**config.mk**
```make
export PLATFORM = sky130hd
export DESIGN_NAME = page_write_seq
export DESIGN_NICKNAME = d
export VERILOG_FILES = /design/src/rtl/page_write_pkg.sv /design/src/rtl/page_buf.sv /design/src/rtl/prog_timer.sv /design/src/rtl/pw_ctrl.sv /design/src/rtl/page_write_seq.sv
export SDC_FILE = /design/constraint.sdc
export NUM_CORES = 1
export LEC_CHECK = 0
export BUFFER_PORTS_ARGS = -buffer_cell sky130_fd_sc_hd__buf_2
export CAP_MARGIN = 20
export CORE_MARGIN = 2
export CORE_UTILIZATION = 40
export DETAILED_ROUTE_END_ITERATION = 6
export PLACE_DENSITY = 0.66
export SLEW_MARGIN = 0
export SYNTH_ARGS = -nofsm -noshare
export SYNTH_HDL_FRONTEND = slang
export SYNTH_SLANG_ARGS = --single-unit
export TNS_END_PERCENT = 20
```
**constraint.sdc**
```tcl
create_clock -name clk -period 2.6 [get_ports clk]
set_input_delay 0.13 -clock clk [delete_from_list [all_inputs] [get_ports clk]]
set_output_delay 0.13 -clock clk [all_outputs]
set_load 0.02 [all_outputs]
```
**src/rtl/page_write_pkg.sv**
```systemverilog
package page_write_pkg;
  typedef enum logic [1:0] {
    PW_IDLE = 2'd0,
    PW_LOAD = 2'd1,
    PW_PROG = 2'd2
  } pw_state_t;
endpackage

```
**src/rtl/page_buf.sv**
```systemverilog
module page_buf #(
  parameter int PAGE_BYTES = 32,
  parameter int OFS_W      = $clog2(PAGE_BYTES)
) (
  input  logic             clk,
  input  logic             rst_n,
  input  logic             clr,
  input  logic             ld,
  input  logic [OFS_W-1:0] ld_ofs,
  input  logic [7:0]       ld_data,
  input  logic [OFS_W-1:0] rd_ofs,
  output logic [7:0]       rd_data,
  output logic             rd_valid
);
  logic [7:0]            data_q [PAGE_BYTES];
  logic [PAGE_BYTES-1:0] valid_q;

  for (genvar g = 0; g < PAGE_BYTES; g++) begin : g_entry
    logic hit;
    assign hit = ld && (ld_ofs == OFS_W'(g));

    // valid bit: cleared per instruction, set on load
    always_ff @(posedge clk or negedge rst_n) begin
      if (!rst_n)   valid_q[g] <= 1'b0;
      else if (clr) valid_q[g] <= 1'b0;
      else if (hit) valid_q[g] <= 1'b1;
    end

    // data byte: enable only, no reset needed
    always_ff @(posedge clk) begin
      if (hit) data_q[g] <= ld_data;
    end
  end

  assign rd_data  = data_q[rd_ofs];
  assign rd_valid = valid_q[rd_ofs];
endmodule

```
**src/rtl/prog_timer.sv**
```systemverilog
module prog_timer #(
  parameter int CYCLE_CLKS = 48,
  parameter int CNT_W      = $clog2(CYCLE_CLKS)
) (
  input  logic             clk,
  input  logic             rst_n,
  input  logic             start,
  input  logic             run,
  output logic [CNT_W-1:0] cnt,
  output logic             last
);
  localparam logic [CNT_W-1:0] LAST_CNT = CNT_W'(CYCLE_CLKS - 1);

  logic [CNT_W-1:0] cnt_d, cnt_q;

  assign last = run && (cnt_q == LAST_CNT);

  always_comb begin
    cnt_d = cnt_q;
    if (start)            cnt_d = '0;
    else if (run && !last) cnt_d = cnt_q + 1'b1;
  end

  always_ff @(posedge clk or negedge rst_n) begin
    if (!rst_n) cnt_q <= '0;
    else        cnt_q <= cnt_d;
  end

  assign cnt = cnt_q;
endmodule

```
**src/rtl/pw_ctrl.sv**
```systemverilog
module pw_ctrl
  import page_write_pkg::*;
#(
  parameter int ADDR_W = 11,
  parameter int OFS_W  = 5
) (
  input  logic              clk,
  input  logic              rst_n,
  input  logic              wr_start,
  input  logic [ADDR_W-1:0] wr_addr,
  input  logic              wel,
  input  logic              byte_valid,
  input  logic              frame_end,
  input  logic              partial_bits,
  input  logic              prog_done,
  output logic              busy,
  output logic              buf_clr,
  output logic              buf_ld,
  output logic [OFS_W-1:0]  ld_ofs,
  output logic [ADDR_W-OFS_W-1:0] page_base,
  output logic              prog_start
);
  pw_state_t state_d, state_q;
  logic [OFS_W-1:0]        ofs_d, ofs_q;
  logic [ADDR_W-OFS_W-1:0] base_d, base_q;
  logic                    got_d, got_q;

  assign buf_clr    = (state_q == PW_IDLE) && wr_start && wel;
  assign buf_ld     = (state_q == PW_LOAD) && byte_valid;
  assign prog_start = (state_q == PW_LOAD) && frame_end && !partial_bits
                      && (got_q || byte_valid);

  always_comb begin
    state_d = state_q;
    case (state_q)
      PW_IDLE: if (buf_clr)   state_d = PW_LOAD;
      PW_LOAD: if (frame_end) state_d = prog_start ? PW_PROG : PW_IDLE;
      PW_PROG: if (prog_done) state_d = PW_IDLE;
      default:                state_d = PW_IDLE;
    endcase
  end

  always_comb begin
    ofs_d  = ofs_q;
    base_d = base_q;
    got_d  = got_q;
    if (buf_clr) begin
      ofs_d  = wr_addr[OFS_W-1:0];
      base_d = wr_addr[ADDR_W-1:OFS_W];
      got_d  = 1'b0;
    end else if (buf_ld) begin
      ofs_d  = ofs_q + 1'b1;
      got_d  = 1'b1;
    end
  end

  always_ff @(posedge clk or negedge rst_n) begin
    if (!rst_n) begin
      state_q <= PW_IDLE;
      ofs_q   <= '0;
      base_q  <= '0;
      got_q   <= 1'b0;
    end else begin
      state_q <= state_d;
      ofs_q   <= ofs_d;
      base_q  <= base_d;
      got_q   <= got_d;
    end
  end

  assign busy      = (state_q == PW_PROG);
  assign ld_ofs    = ofs_q;
  assign page_base = base_q;
endmodule

```
**src/rtl/page_write_seq.sv**
```systemverilog
module page_write_seq #(
  parameter int ADDR_W     = 11,
  parameter int PAGE_BYTES = 32,
  parameter int CYCLE_CLKS = 48
) (
  input  logic              clk,
  input  logic              rst_n,
  input  logic              wr_start,
  input  logic [ADDR_W-1:0] wr_addr,
  input  logic              wel,
  input  logic              byte_valid,
  input  logic [7:0]        byte_data,
  input  logic              frame_end,
  input  logic              partial_bits,
  input  logic              prot_ok,
  output logic              busy,
  output logic              wel_clear,
  output logic              mem_we,
  output logic [ADDR_W-1:0] mem_addr,
  output logic [7:0]        mem_wdata
);
  localparam int OFS_W = $clog2(PAGE_BYTES);
  localparam int CNT_W = $clog2(CYCLE_CLKS);
  localparam logic [CNT_W-1:0] PAGE_CNT = CNT_W'(PAGE_BYTES);

  logic                    buf_clr, buf_ld, prog_start, prog_last, walk;
  logic [OFS_W-1:0]        ld_ofs;
  logic [ADDR_W-OFS_W-1:0] page_base;
  logic [CNT_W-1:0]        cnt;
  logic [7:0]              rd_data;
  logic                    rd_valid;

  pw_ctrl #(.ADDR_W(ADDR_W), .OFS_W(OFS_W)) u_ctrl (
    .clk(clk), .rst_n(rst_n), .wr_start(wr_start), .wr_addr(wr_addr),
    .wel(wel), .byte_valid(byte_valid), .frame_end(frame_end),
    .partial_bits(partial_bits), .prog_done(prog_last), .busy(busy),
    .buf_clr(buf_clr), .buf_ld(buf_ld), .ld_ofs(ld_ofs),
    .page_base(page_base), .prog_start(prog_start)
  );

  page_buf #(.PAGE_BYTES(PAGE_BYTES), .OFS_W(OFS_W)) u_buf (
    .clk(clk), .rst_n(rst_n), .clr(buf_clr), .ld(buf_ld), .ld_ofs(ld_ofs),
    .ld_data(byte_data), .rd_ofs(cnt[OFS_W-1:0]), .rd_data(rd_data),
    .rd_valid(rd_valid)
  );

  prog_timer #(.CYCLE_CLKS(CYCLE_CLKS), .CNT_W(CNT_W)) u_timer (
    .clk(clk), .rst_n(rst_n), .start(prog_start), .run(busy),
    .cnt(cnt), .last(prog_last)
  );

  // the page walk occupies the first PAGE_BYTES cycles of the program cycle
  assign walk      = busy && (cnt < PAGE_CNT);
  assign mem_addr  = {page_base, cnt[OFS_W-1:0]};
  assign mem_wdata = rd_data;
  assign mem_we    = walk && rd_valid && prot_ok;
  assign wel_clear = prog_last;
endmodule

```
==> metrics <==
Final Max Slew Viols 0; Worst Setup Slack post-DPL -100 ps; Yosys reg bits between 300 and 400; number of DRC violations after detailed-routing iteration 0 around 620; cell count of the worst hold path 4; buffer cell driving the clock tree root clkbuf_16; die height 182 microns; total power of the final layout about 15 mW; required time of the worst setup path between 2000 and 2500 ps; largest driver fanout on the critical path 10; Detail Route Antenna Nets 0; setup skew after layout approximately 32 ps; largest net degree at the start of global routing between 40 and 50; total wire length 29800 microns; endpoints failing setup 9; post-synthesis cell area roughly 13000 sq um; final setup slack of the worst path -187 ps; worst relative slew slack between 50% and 60%; biggest cell delay along the critical path ~680 ps; area inside the core boundary around 31000 sq um; Sequential cell area ~9000 sq um; number of antenna violations at the first check in global routing 3; Hold Crit Start partial_bits; NumNets Final 879; Worst-Skew Late Latency 560 ps; total via count after detailed routing roughly 7.1k; depth of the most critical reg-to-reg path 9; GR met3 Demand/Resource around 3.0%; startpoint class of the critical path flip-flop; dpl hpwl approximately 19000 microns; total number of cells along the worst setup path 6; Seq/Total Area, Yosys around 71%; type of destination of the critical path output pin; Top Ports 49; TritonCTS clock tree done; most instantiated cells after synthesis edfxtp_1, mux2i_1, dfrtp_1, nand2_1, o21a_1; critical register-to-register path startpoint u_timer.cnt[1]; count of mapped cells out of synthesis ~740; global routing usage on met1 24.2%; Area Overhead vs Synth 20.1%; Netlist cell types 48; average cell area after synthesis about 17 sq um; cell row count 65; total iterations of the first detailed-routing run 5; clock buffers created by TritonCTS 30; FFs w/ async S/R, synth between 10% and 20%; HP Class in2reg; number of diodes added for antenna fixing 0; count of buffers from port buffering 48; prevailing post-synth register cell edfxtp_1; min Tclk post-route between 2000 and 3000 ps; DR vias/cell roughly 5.6; final count of hold timing violations 0; crit-path cells buf_4 -> mux4_2 -> a221o_1 -> a21oi_4 -> a31oi_4 -> buf_6; Overall Global Routing Usage 18.1%; initial standard-cell utilization of the core between 40 and 50%; met2 capacity usage during global routing 30.5%; Max Freq around 360 MHz; total area of multi-input combinational cells ~3600 sq um; synthesis warning total 0; power density of the placed cells a little over 1000 nW/um^2; Horiz. Die Dim 182 microns; Post-synth EDFFs approximately 260; outcome finished, violations left; Layout fillers about 2.6k; worst hold-check slack ~46 ps; slowest stage cell, crit path dfrtp_1; transition at the pin with the smallest max-transition slack 711 ps; cell taking the most area after synthesis edfxtp_1; Worst IR Drop VDD approximately 590 uV; fraction of final layout cells sized beyond drive strength 1 a little over a quarter; clock slew at reported path FFs about 60 ps; combined buffer and inverter count along the critical path 2; final global-route overflow total 0; busiest layer in global routing met2; drc violations 0; Longest Clk Path Bufs 3; unrepaired setup endpoints after global routing true; WL/cell roughly 23 microns; routability congestion estimate around 0.8; most used standard cell by instance count after synthesis edfxtp_1; share of the clock period used by the worst path 107%; largest delay contributor family on the critical path flip-flops; vias in the first global route a little over 7k; Worst Path Arrival between 2000 and 3000 ps; total leakage power roughly 5.5 nW; wire length of the first global-routing pass 44800 microns; count of max-cap constraint violations 0; Clock H-tree levels 1; number of nets produced by synthesis between 700 and 800; launching instance or port of the critical path u_timer.cnt[2]; type of the worst setup path reg2out; CTS sink count about 310; failing checks negative setup slack; Synth area leaders edfxtp_1, dfrtp_1, mux2i_1; fraction of post-synthesis cell area in the top cell type by area approximately three fifths; die area roughly 33000 sq um
## timing repair
action | in CTS | in global routing
pin swaps | 23 | 14
gates resized for setup | 74 | 15
setup endpoints to repair | 10 | 10
hold buffers | 15 | 0
endpoints found under the hold margin | 64 | 0
cloned | 2 | 0
setup buffers | 10 | 0
## kinds of logic after synthesis
logic type,Yosys count,share of synthesized area [%]
compound gates,108,6.33
xor+xnor,4,0.278
fa+ha+maj,7,0.695
buf+inv,55,2.34
flops,308,71.3
mux,109,13.1
simple gates,147,5.99
## placed cells by master, fill, tap and decap left out, types with 6 or more instances in the layout
| cell | Yosys | routed |
|---|---|---|
| clkbuf_16 | 0 | 30 |
| a22oi_1 | 24 | 20 |
| a21oi_1 | 10 | 10 |
| nand3_2 | 0 | 8 |
| mux4_2 | 17 | 29 |
| nor2_1 | 23 | 23 |
| dlygate4sd3_1 | 0 | 15 |
| nand2_1 | 35 | 35 |
| buf_4 | 9 | 50 |
| mux4_1 | 21 | 9 |
| edfxtp_1 | 256 | 256 |
| nor2b_1 | 21 | 18 |
| buf_12 | 2 | 8 |
| o21a_1 | 33 | 33 |
| nand3_1 | 22 | 14 |
| and2_1 | 19 | 17 |
| clkbuf_1 | 22 | 6 |
| dfrtp_1 | 52 | 51 |
| ha_1 | 7 | 6 |
| buf_6 | 1 | 6 |
| nor3_1 | 8 | 8 |
| a211oi_2 | 0 | 12 |
| mux2i_1 | 69 | 69 |
| buf_2 | 12 | 42 |
| clkinv_2 | 0 | 9 |
## final cells by class
cell class	instances	share of cell area (%)
clock buffer	39	5.38
multi-input combinational	375	23.5
sequential	308	59.4
inverter	5	0.124
tap	402	3.32
timing repair buffer	125	7.01
clock inverter	17	1.34
## registers in the layout (all words and copies together) (netlist names)
register	cells
u_buf.data_q	256
u_ctrl.state_q	2
u_ctrl.ld_ofs	5
u_timer.cnt	6
u_ctrl.got_q	1
u_ctrl.page_base	6
u_buf.valid_q	32
## routing by layer
metal	vias up	share of wire [%]	wire length [microns]
met3	54	6.0	1800
met4	6	2.5	748
met2	229	50	14900
met1	3696	41	12400
met5	-	0.11	34
li1	3107	-	-
## worst reg2reg max path: stages, from the launching register on
cell      delay, ps
dfrtp_4         520
buf_6           150
buf_12          130
buf_12          160
buf_12          160
ha_2            190
nand3b_1        160
o21ai_1         170
or3_1           410
a21oi_1         140
## path summary, 6_finish.rpt
path	to	slack, ps
worst max-delay path	mem_we	-190
worst min-delay path	u_timer.cnt[5]	50
worst max register to register	u_timer.cnt[3]	350
worst min register to register	u_ctrl.page_base[5]	470
max in group asynchronous	u_ctrl.ld_ofs[0]	1480
min in group asynchronous	u_ctrl.state_q[1]	130
## where the power goes
part	internal [mW]	switching, mW
clock	2.61	1.83
sequential	5.62	0.273
combinational	2.31	2.79
total	10.5	4.89
## per-stage QoR
stage               util, %  cell area, sq um  TNS, ps  std cells
global route           48.4             15100    -1950       1271
floorplan                 -             12600        0        738
CTS                    48.2             15100    -1330       1271
finish                 48.4             15100    -1260       1271
detailed placement     43.1             13500     -154       1188
global placement       43.1             13500    -81.2       1188
Note: power is estimated with default switching activity, not from simulation.
